<file path="src/rtl/hilo_pkg.sv">
// Package: shared command codes and sequencer states for the HI/LO
// multiply-divide unit. Assumes a 3-bit command field.
package hilo_pkg;

    // Command codes presented on op_i
    typedef enum logic [2:0] {
        OP_MUL_S  = 3'd0,
        OP_MUL_U  = 3'd1,
        OP_DIV_S  = 3'd2,
        OP_DIV_U  = 3'd3,
        OP_SET_HI = 3'd4,
        OP_SET_LO = 3'd5
    } hilo_op_e;

    // Sequencer states shared by both arithmetic engines
    typedef enum logic [1:0] {
        SQ_IDLE = 2'd0,
        SQ_WORK = 2'd1,
        SQ_SIGN = 2'd2
    } seq_state_e;

endpackage

</file>
<file path="src/rtl/hilo_mul_seq.sv">
// Module: iterative multiplier. Forms a DATA_W x DATA_W product from four
// half-width partial products on one shared multiplier, merges them through
// an explicit middle-column sum, then negates the 64-bit pair when the
// signed result is negative. Assumes DATA_W is even and that start_i is
// only raised while the sequencer is idle.
module hilo_mul_seq
    import hilo_pkg::*;
#(
    parameter int DATA_W = 32
) (
    input  logic              clk,
    input  logic              rst_n,
    input  logic              start_i,
    input  logic              signed_i,
    input  logic [DATA_W-1:0] a_i,
    input  logic [DATA_W-1:0] b_i,
    output logic              valid_o,
    output logic [DATA_W-1:0] hi_o,
    output logic [DATA_W-1:0] lo_o
);

    localparam int HALF_W = DATA_W / 2;
    localparam int MID_W  = DATA_W + 2;

    seq_state_e        state_q;
    logic [1:0]        step_q;
    logic [DATA_W-1:0] mag_a_q, mag_b_q;
    logic              neg_q;
    logic [MID_W-1:0]  mid_q;
    logic [DATA_W-1:0] hi_q, lo_q;
    logic              valid_q;

    logic [HALF_W-1:0] fac_x, fac_y;
    logic [DATA_W-1:0] part;
    logic [DATA_W-1:0] lo_neg, hi_neg;
    logic              a_neg, b_neg;

    // Purpose: select the halves that feed the shared multiplier this step
    always_comb begin
        unique case (step_q)
            2'd0:    begin fac_x = mag_a_q[HALF_W-1:0];      fac_y = mag_b_q[HALF_W-1:0]; end
            2'd1:    begin fac_x = mag_a_q[DATA_W-1:HALF_W]; fac_y = mag_b_q[HALF_W-1:0]; end
            2'd2:    begin fac_x = mag_b_q[DATA_W-1:HALF_W]; fac_y = mag_a_q[HALF_W-1:0]; end
            default: begin fac_x = mag_a_q[DATA_W-1:HALF_W]; fac_y = mag_b_q[DATA_W-1:HALF_W]; end
        endcase
        part = DATA_W'(fac_x) * DATA_W'(fac_y);
    end

    // Purpose: operand signs and the two's-complement of the 64-bit pair
    always_comb begin
        a_neg  = signed_i & a_i[DATA_W-1];
        b_neg  = signed_i & b_i[DATA_W-1];
        lo_neg = ~lo_q + 1'b1;
        hi_neg = ~hi_q + DATA_W'(lo_neg == '0);
    end

    // Purpose: step through load, four partial products and sign fix-up
    always_ff @(posedge clk) begin
        if (!rst_n) begin
            state_q <= SQ_IDLE;
            step_q  <= '0;
            mag_a_q <= '0;
            mag_b_q <= '0;
            neg_q   <= 1'b0;
            mid_q   <= '0;
            hi_q    <= '0;
            lo_q    <= '0;
            valid_q <= 1'b0;
        end else begin
            valid_q <= 1'b0;
            unique case (state_q)
                SQ_IDLE: begin
                    if (start_i) begin
                        mag_a_q <= a_neg ? (~a_i + 1'b1) : a_i;
                        mag_b_q <= b_neg ? (~b_i + 1'b1) : b_i;
                        neg_q   <= a_neg ^ b_neg;
                        step_q  <= '0;
                        state_q <= SQ_WORK;
                    end
                end
                SQ_WORK: begin
                    step_q <= step_q + 2'd1;
                    unique case (step_q)
                        2'd0: begin
                            lo_q[HALF_W-1:0] <= part[HALF_W-1:0];
                            mid_q            <= MID_W'(part[DATA_W-1:HALF_W]);
                        end
                        2'd1, 2'd2: begin
                            mid_q <= mid_q + MID_W'(part);
                        end
                        default: begin
                            lo_q[DATA_W-1:HALF_W] <= mid_q[HALF_W-1:0];
                            hi_q    <= DATA_W'(mid_q >> HALF_W) + part;
                            state_q <= SQ_SIGN;
                        end
                    endcase
                end
                SQ_SIGN: begin
                    if (neg_q) begin
                        lo_q <= lo_neg;
                        hi_q <= hi_neg;
                    end
                    valid_q <= 1'b1;
                    state_q <= SQ_IDLE;
                end
                default: state_q <= SQ_IDLE;
            endcase
        end
    end

    assign valid_o = valid_q;
    assign hi_o    = hi_q;
    assign lo_o    = lo_q;

endmodule

</file>
<file path="src/rtl/hilo_div_seq.sv">
// Module: restoring divider, one quotient bit per cycle. Signed operation
// divides magnitudes, then gives the quotient the XOR of the operand signs
// and the remainder the dividend's sign. Assumes a nonzero divisor and
// start_i only while idle.
module hilo_div_seq
    import hilo_pkg::*;
#(
    parameter int DATA_W = 32
) (
    input  logic              clk,
    input  logic              rst_n,
    input  logic              start_i,
    input  logic              signed_i,
    input  logic [DATA_W-1:0] a_i,
    input  logic [DATA_W-1:0] b_i,
    output logic              valid_o,
    output logic [DATA_W-1:0] quo_o,
    output logic [DATA_W-1:0] rem_o
);

    localparam int CNT_W  = $clog2(DATA_W);
    localparam int DIFF_W = DATA_W + 2;

    seq_state_e        state_q;
    logic [CNT_W-1:0]  cnt_q;
    logic [DATA_W-1:0] quo_q, rem_q, dvs_q;
    logic              qneg_q, rneg_q;
    logic              valid_q;

    logic [DIFF_W-1:0] shifted, diff;
    logic              a_neg, b_neg;

    // Purpose: trial subtraction of the divisor from the shifted remainder
    always_comb begin
        a_neg   = signed_i & a_i[DATA_W-1];
        b_neg   = signed_i & b_i[DATA_W-1];
        shifted = DIFF_W'({rem_q, quo_q[DATA_W-1]});
        diff    = shifted - DIFF_W'(dvs_q);
    end

    // Purpose: load magnitudes, iterate DATA_W steps, then restore signs
    always_ff @(posedge clk) begin
        if (!rst_n) begin
            state_q <= SQ_IDLE;
            cnt_q   <= '0;
            quo_q   <= '0;
            rem_q   <= '0;
            dvs_q   <= '0;
            qneg_q  <= 1'b0;
            rneg_q  <= 1'b0;
            valid_q <= 1'b0;
        end else begin
            valid_q <= 1'b0;
            unique case (state_q)
                SQ_IDLE: begin
                    if (start_i) begin
                        quo_q   <= a_neg ? (~a_i + 1'b1) : a_i;
                        dvs_q   <= b_neg ? (~b_i + 1'b1) : b_i;
                        rem_q   <= '0;
                        cnt_q   <= '0;
                        qneg_q  <= a_neg ^ b_neg;
                        rneg_q  <= a_neg;
                        state_q <= SQ_WORK;
                    end
                end
                SQ_WORK: begin
                    if (!diff[DIFF_W-1]) begin
                        rem_q <= diff[DATA_W-1:0];
                        quo_q <= {quo_q[DATA_W-2:0], 1'b1};
                    end else begin
                        rem_q <= shifted[DATA_W-1:0];
                        quo_q <= {quo_q[DATA_W-2:0], 1'b0};
                    end
                    cnt_q <= cnt_q + 1'b1;
                    if (cnt_q == CNT_W'(DATA_W - 1)) state_q <= SQ_SIGN;
                end
                SQ_SIGN: begin
                    if (qneg_q) quo_q <= ~quo_q + 1'b1;
                    if (rneg_q) rem_q <= ~rem_q + 1'b1;
                    valid_q <= 1'b1;
                    state_q <= SQ_IDLE;
                end
                default: state_q <= SQ_IDLE;
            endcase
        end
    end

    assign valid_o = valid_q;
    assign quo_o   = quo_q;
    assign rem_o   = rem_q;

endmodule

</file>
<file path="src/rtl/hilo_muldiv_unit.sv">
// Module: top of the HI/LO multiply-divide unit. Decodes commands, launches
// the multiply or divide sequencer, applies the zero-divisor rule, and owns
// the HI and LO registers. Assumes start_i is a one-cycle request; requests
// arriving while busy are dropped.
module hilo_muldiv_unit
    import hilo_pkg::*;
#(
    parameter int DATA_W = 32
) (
    input  logic              clk,
    input  logic              rst_n,
    input  logic              start_i,
    input  logic [2:0]        op_i,
    input  logic [DATA_W-1:0] opa_i,
    input  logic [DATA_W-1:0] opb_i,
    output logic              busy_o,
    output logic              done_o,
    output logic [DATA_W-1:0] hi_o,
    output logic [DATA_W-1:0] lo_o
);

    logic [DATA_W-1:0] hi_q, lo_q;
    logic              busy_q, done_q;
    logic              accept, is_mul, is_div, div_zero;
    logic              mul_go, div_go;
    logic              mul_valid, div_valid;
    logic [DATA_W-1:0] mul_hi, mul_lo, div_quo, div_rem;

    // Purpose: decode an accepted command into engine launches
    always_comb begin
        accept   = start_i & ~busy_q;
        is_mul   = (op_i == OP_MUL_S) | (op_i == OP_MUL_U);
        is_div   = (op_i == OP_DIV_S) | (op_i == OP_DIV_U);
        div_zero = (opb_i == '0);
        mul_go   = accept & is_mul;
        div_go   = accept & is_div & ~div_zero;
    end

    hilo_mul_seq #(.DATA_W(DATA_W)) i_mul (
        .clk      (clk),
        .rst_n    (rst_n),
        .start_i  (mul_go),
        .signed_i (op_i == OP_MUL_S),
        .a_i      (opa_i),
        .b_i      (opb_i),
        .valid_o  (mul_valid),
        .hi_o     (mul_hi),
        .lo_o     (mul_lo)
    );

    hilo_div_seq #(.DATA_W(DATA_W)) i_div (
        .clk      (clk),
        .rst_n    (rst_n),
        .start_i  (div_go),
        .signed_i (op_i == OP_DIV_S),
        .a_i      (opa_i),
        .b_i      (opb_i),
        .valid_o  (div_valid),
        .quo_o    (div_quo),
        .rem_o    (div_rem)
    );

    // Purpose: HI/LO register file, busy flag and completion pulse
    always_ff @(posedge clk) begin
        if (!rst_n) begin
            hi_q   <= '0;
            lo_q   <= '0;
            busy_q <= 1'b0;
            done_q <= 1'b0;
        end else begin
            done_q <= 1'b0;
            if (accept) begin
                if (is_mul || (is_div && !div_zero)) begin
                    busy_q <= 1'b1;
                end else begin
                    if (op_i == OP_SET_HI) hi_q <= opa_i;
                    if (op_i == OP_SET_LO) lo_q <= opa_i;
                    done_q <= 1'b1;
                end
            end
            if (mul_valid) begin
                hi_q   <= mul_hi;
                lo_q   <= mul_lo;
                busy_q <= 1'b0;
                done_q <= 1'b1;
            end
            if (div_valid) begin
                hi_q   <= div_rem;
                lo_q   <= div_quo;
                busy_q <= 1'b0;
                done_q <= 1'b1;
            end
        end
    end

    assign busy_o = busy_q;
    assign done_o = done_q;
    assign hi_o   = hi_q;
    assign lo_o   = lo_q;

endmodule

</file>
<file path="config.mk">
export PLATFORM = sky130hd
export DESIGN_NAME = hilo_muldiv_unit
export DESIGN_NICKNAME = d
export VERILOG_FILES = /design/src/rtl/hilo_pkg.sv /design/src/rtl/hilo_mul_seq.sv /design/src/rtl/hilo_div_seq.sv /design/src/rtl/hilo_muldiv_unit.sv
export SDC_FILE = /design/constraint.sdc
export NUM_CORES = 2
export LEC_CHECK = 0
export ABC_AREA = 0
export BUFFER_PORTS_ARGS = -buffer_cell sky130_fd_sc_hd__buf_2
export CORE_ASPECT_RATIO = 0.5
export CORE_MARGIN = 8
export CORE_UTILIZATION = 30
export CTS_CLUSTER_SIZE = 8
export DETAILED_ROUTE_END_ITERATION = 6
export GPL_TIMING_DRIVEN = 0
export PLACE_DENSITY = 0.48
export SETUP_SLACK_MARGIN = 0.3
export SYNTH_ARGS = -nofsm -noshare
export SYNTH_HDL_FRONTEND = slang
export SYNTH_HIERARCHICAL = 1
export SYNTH_SLANG_ARGS = --single-unit
</file>
<file path="constraint.sdc">
create_clock -name clk -period 14.9 [get_ports clk]
set_input_delay 0.745 -clock clk [delete_from_list [all_inputs] [get_ports clk]]
set_output_delay 0.745 -clock clk [all_outputs]
set_load 0.02 [all_outputs]
</file>
==> metrics.md <==
| Metric | Value |
|---|---|
| H-tree depth | `2` |
| CP Launch Type | `flop` |
| Num Clock Sinks | `340` |
| Max-Cap Viols | `0` |
| Hold path depth | `2` |
| Leak | `15.4 nW` |
| Slew @ Worst Pin | `1.27 ns` |
| Cells after Synth | `4,483` |
| First-pass GRT wire length | `218,000 um` |
| FF-to-FF Start | `i_mul/step_q[0]` |
| EDFF count, synth | `0` |
| Overall power | `2.74 mW` |
| Fin crit share | `0.797` |
| Post-CTS Setup Bufs | `0` |
| Post-synth cell types | `106` |
| Met2 Track Usage GR | `0.355` |
| # setup viols final | `0` |
| Mapped Area | `33,900 um^2` |
| Fin cells | `6,190` |
| Starting Density | `0.301` |
| FF-to-FF path depth | `37` |
| Hold Path End | `lo_o[15]` |
| Final setup margin | `3.02 ns` |
| Synth warnings | `6` |
| Arr. time, crit path | `12.38 ns` |
| Cell area after layout | `37,800 um^2` |
| Vias in the first global route | `33,400` |
| Cell Area, Placed | `36,400 um^2` |
| Die X | `491 um` |
| Syn nets | `4,956` |
| Fill cells | `12,000` |
| Setup WS pre-CTS | `3.13 ns` |
| Dominant cell type by area after synthesis | `dfxtp_1` |
| Worst hold slack | `0.446 ns` |
| Chip Height | `254 um` |
| Power per Cell Area | `72.4 nW/um^2` |
| Post-CTS Hold Buffers | `0` |
| Hold Crit Start | `lo_o[15]` |
| CP Class | `flop to flop` |
| Asr flop ratio synth | `0` |
| CTS Buf Count | `49` |
| CP max stage delay | `0.94 ns` |
| Required @ worst endpoint | `15.41 ns` |
| Met1 usage in global routing | `0.325` |
| Final wirelength | `148,000 um` |
| Net switching power | `972 uW` |
| Core ar. | `112,000 um^2` |
| Comb pwr share | `0.258` |
| Port Buf Inserts | `135` |
| Fin crit period | `11.88 ns` |
| Avg WL per Cell | `23.9 um` |
| Via/cell ratio | `5.60` |
| Register share of total power | `0.356` |
| Top cell type's share of synthesized area | `0.201` |
| Clock Latency Late Sink | `0.62 ns` |
| Grt ovf | `0` |
| Number of cell rows | `87` |
| Met3 usage | `0.0340` |
| Post-layout net count | `5,142` |
| Post-cts gate resize count | `0` |
| Clock share of power | `0.386` |
| Drc violations | `0` |
| Final Hold Viols | `0` |
| DP Cell Count | `6,131` |
| CTS Root Cell | `clkbuf_16` |
| Status | `complete, no violations` |
| DRT antenna net count | `0` |
| DRT iter0 DRCs | `3,445` |
| Slew Limit Fails | `0` |
| Die ar. | `125,000 um^2` |
| Unrepaired setup endpoints after global routing | `no` |
| Post-layout util | `0.336` |
| Initial antenna violation count | `4` |
| Internal | `1.76 mW` |
| Most common cell in the netlist | `nand2_1` |
| Synthesized area per cell | `7.55 um^2` |
| Crit-path max FO | `10` |
| Max Clock Skew | `0.0391 ns` |
| Longest Clk Path Bufs | `3` |
| Top Usage Layer GRT | `met2` |
| Via count | `34,600` |
| Dominant cells by area after synthesis | `dfxtp_1 20%, fa_1 12%, ha_1 7.6%, nand2_1 7.0%, nor2_1 5.2%` |
| Launch point of the worst path | `i_mul/step_q[0]` |
| GRT Total Usage | `0.226` |
| Worst Setup End Kind | `flop` |
| Share of cells above drive strength 1 | `0.0618` |
| Max IR drop VDD | `0.0792 mV` |
| Final TNS setup | `0 ns` |
| Most frequent cells after synthesis | `635 x nand2_1, 471 x nor2_1, 346 x inv_1` |
| Top FF cell, synth | `dfxtp_1` |
| Register bit total from synthesis | `340` |
| CP max-delay cell | `o21ai_1` |
| Area delta synth->final | `11.6%` |
| Hold/Removal Path Class | `flop to flop` |
| Worst R2R Setup Slack | `3.02 ns` |
| Sw Ratio | `0.355` |
| Sequential share of the synthesized area | `0.201` |
| I/O pin count | `136` |
| CTS tree | `yes` |
| Fmax | `84.2 MHz` |
| Detailed placement HPWL | `119,000 um` |
| Pre-Repair DR Iteration Count | `6` |
| Clock transition at the registers of the reported paths | `0.06 ns` |
| Pin count of the biggest net entering global routing | `15` |
| Routability cong. | `0.963` |
| Slew headroom | `0.145` |
| Worst r2r dst | `i_mul/mid_q[30]` |
-- registers in the layout, indices dropped and copies added, names as in the netlist, 2 cells and up --
| register | flops |
|---|---|
| i_div/cnt_q | 5 |
| i_mul/state_q | 2 |
| i_mul/step_q | 2 |
| i_mul/mag_b_q | 32 |
| hi_o | 32 |
| i_mul/mag_a_q | 32 |
| i_mul/hi_o | 32 |
| i_div/rem_o | 32 |
| i_div/dvs_q | 32 |
| i_mul/lo_o | 32 |
| i_div/quo_o | 32 |
| lo_o | 32 |
| i_div/state_q | 2 |
| i_mul/mid_q | 34 |
-- worst max path at each step --
stage,to,slack (ns),depth (start not counted)
2_1_floorplan,i_mul/mid_q[30],5.84,38
3_3_place_gp,i_mul/mid_q[30],3.23,37
3_5_place_dp,i_mul/mid_q[30],3.13,37
4_1_cts,i_mul/mid_q[30],3.16,37
5_1_grt,i_mul/mid_q[30],2.29,37
6_report,i_mul/mid_q[30],3.02,37
-- critical path, delay by kind of cell, from the launching register on --
kind	cells	cell delay [ns]
AO/OA/AOI/OAI	11	4.55
adder cells (fa/ha/maj)	9	4.12
buffers and inverters	10	1.86
AND/OR/NAND/NOR	6	0.73
flip-flops	1	0.35
XOR/XNOR	1	0.18
-- metal layers --
| layer | wire length (um) | part of all wire |
|---|---|---|
| met4 | 3630 | 0.025 |
| met3 | 11500 | 0.078 |
| met1 | 69000 | 0.47 |
| met2 | 63700 | 0.43 |
| met5 | 0 | 0 |
-- power groups by stage --
stage	logic [mW]	clock network, mW	registers [mW]
6_report	0.706	1.05	0.975
5_1_grt	0.760	1.11	0.977
4_1_cts	0.691	1.08	0.974
3_5_place_dp	0.687	0	0.993
3_3_place_gp	0.684	0	0.992
2_1_floorplan	0.438	0	0.979
-- cell type report --
| class | count | area (um^2) | share of cell area |
|---|---|---|---|
| tap | 1513 | 1890 | 0.0501 |
| antenna | 1 | 2.50 | 0.0000662 |
| inverter | 350 | 1310 | 0.0348 |
| multi-input combinational | 3546 | 24700 | 0.653 |
| clock inverter | 5 | 101 | 0.00268 |
| sequential | 340 | 6810 | 0.180 |
| clock buffer | 53 | 1250 | 0.0331 |
| timing repair buffer | 135 | 676 | 0.0179 |
| buffer | 247 | 1060 | 0.0282 |
-- cell usage in the layout, fill, tap and decap left out, types with 36 or more instances in the layout --
cell and count:
xnor2_1 114, mux2i_1 75, buf_2 150, clkbuf_16 49, nand2_1 635, inv_1 346
xor2_1 127, a31oi_1 38, nand3_1 79, clkbuf_1 205, a211oi_1 114, nor3_1 100
o31ai_1 36, a21boi_1 65, o21ai_0 218, o211ai_1 46, nand4_1 39, a21oi_1 297
dfxtp_1 340, nor4_1 46, nor2_1 471, a22oi_1 50, fa_1 197, o21ai_1 76
a21o_1 73, ha_1 206
-- cells by family after synthesis --
logic type,share of synthesized area
compound gates,0.238
xor+xnor,0.0623
fa+ha+maj,0.193
buf+inv,0.0702
flops,0.201
mux,0.0225
simple gates,0.213
No activity file was read; power rests on OpenSTA's default activity.
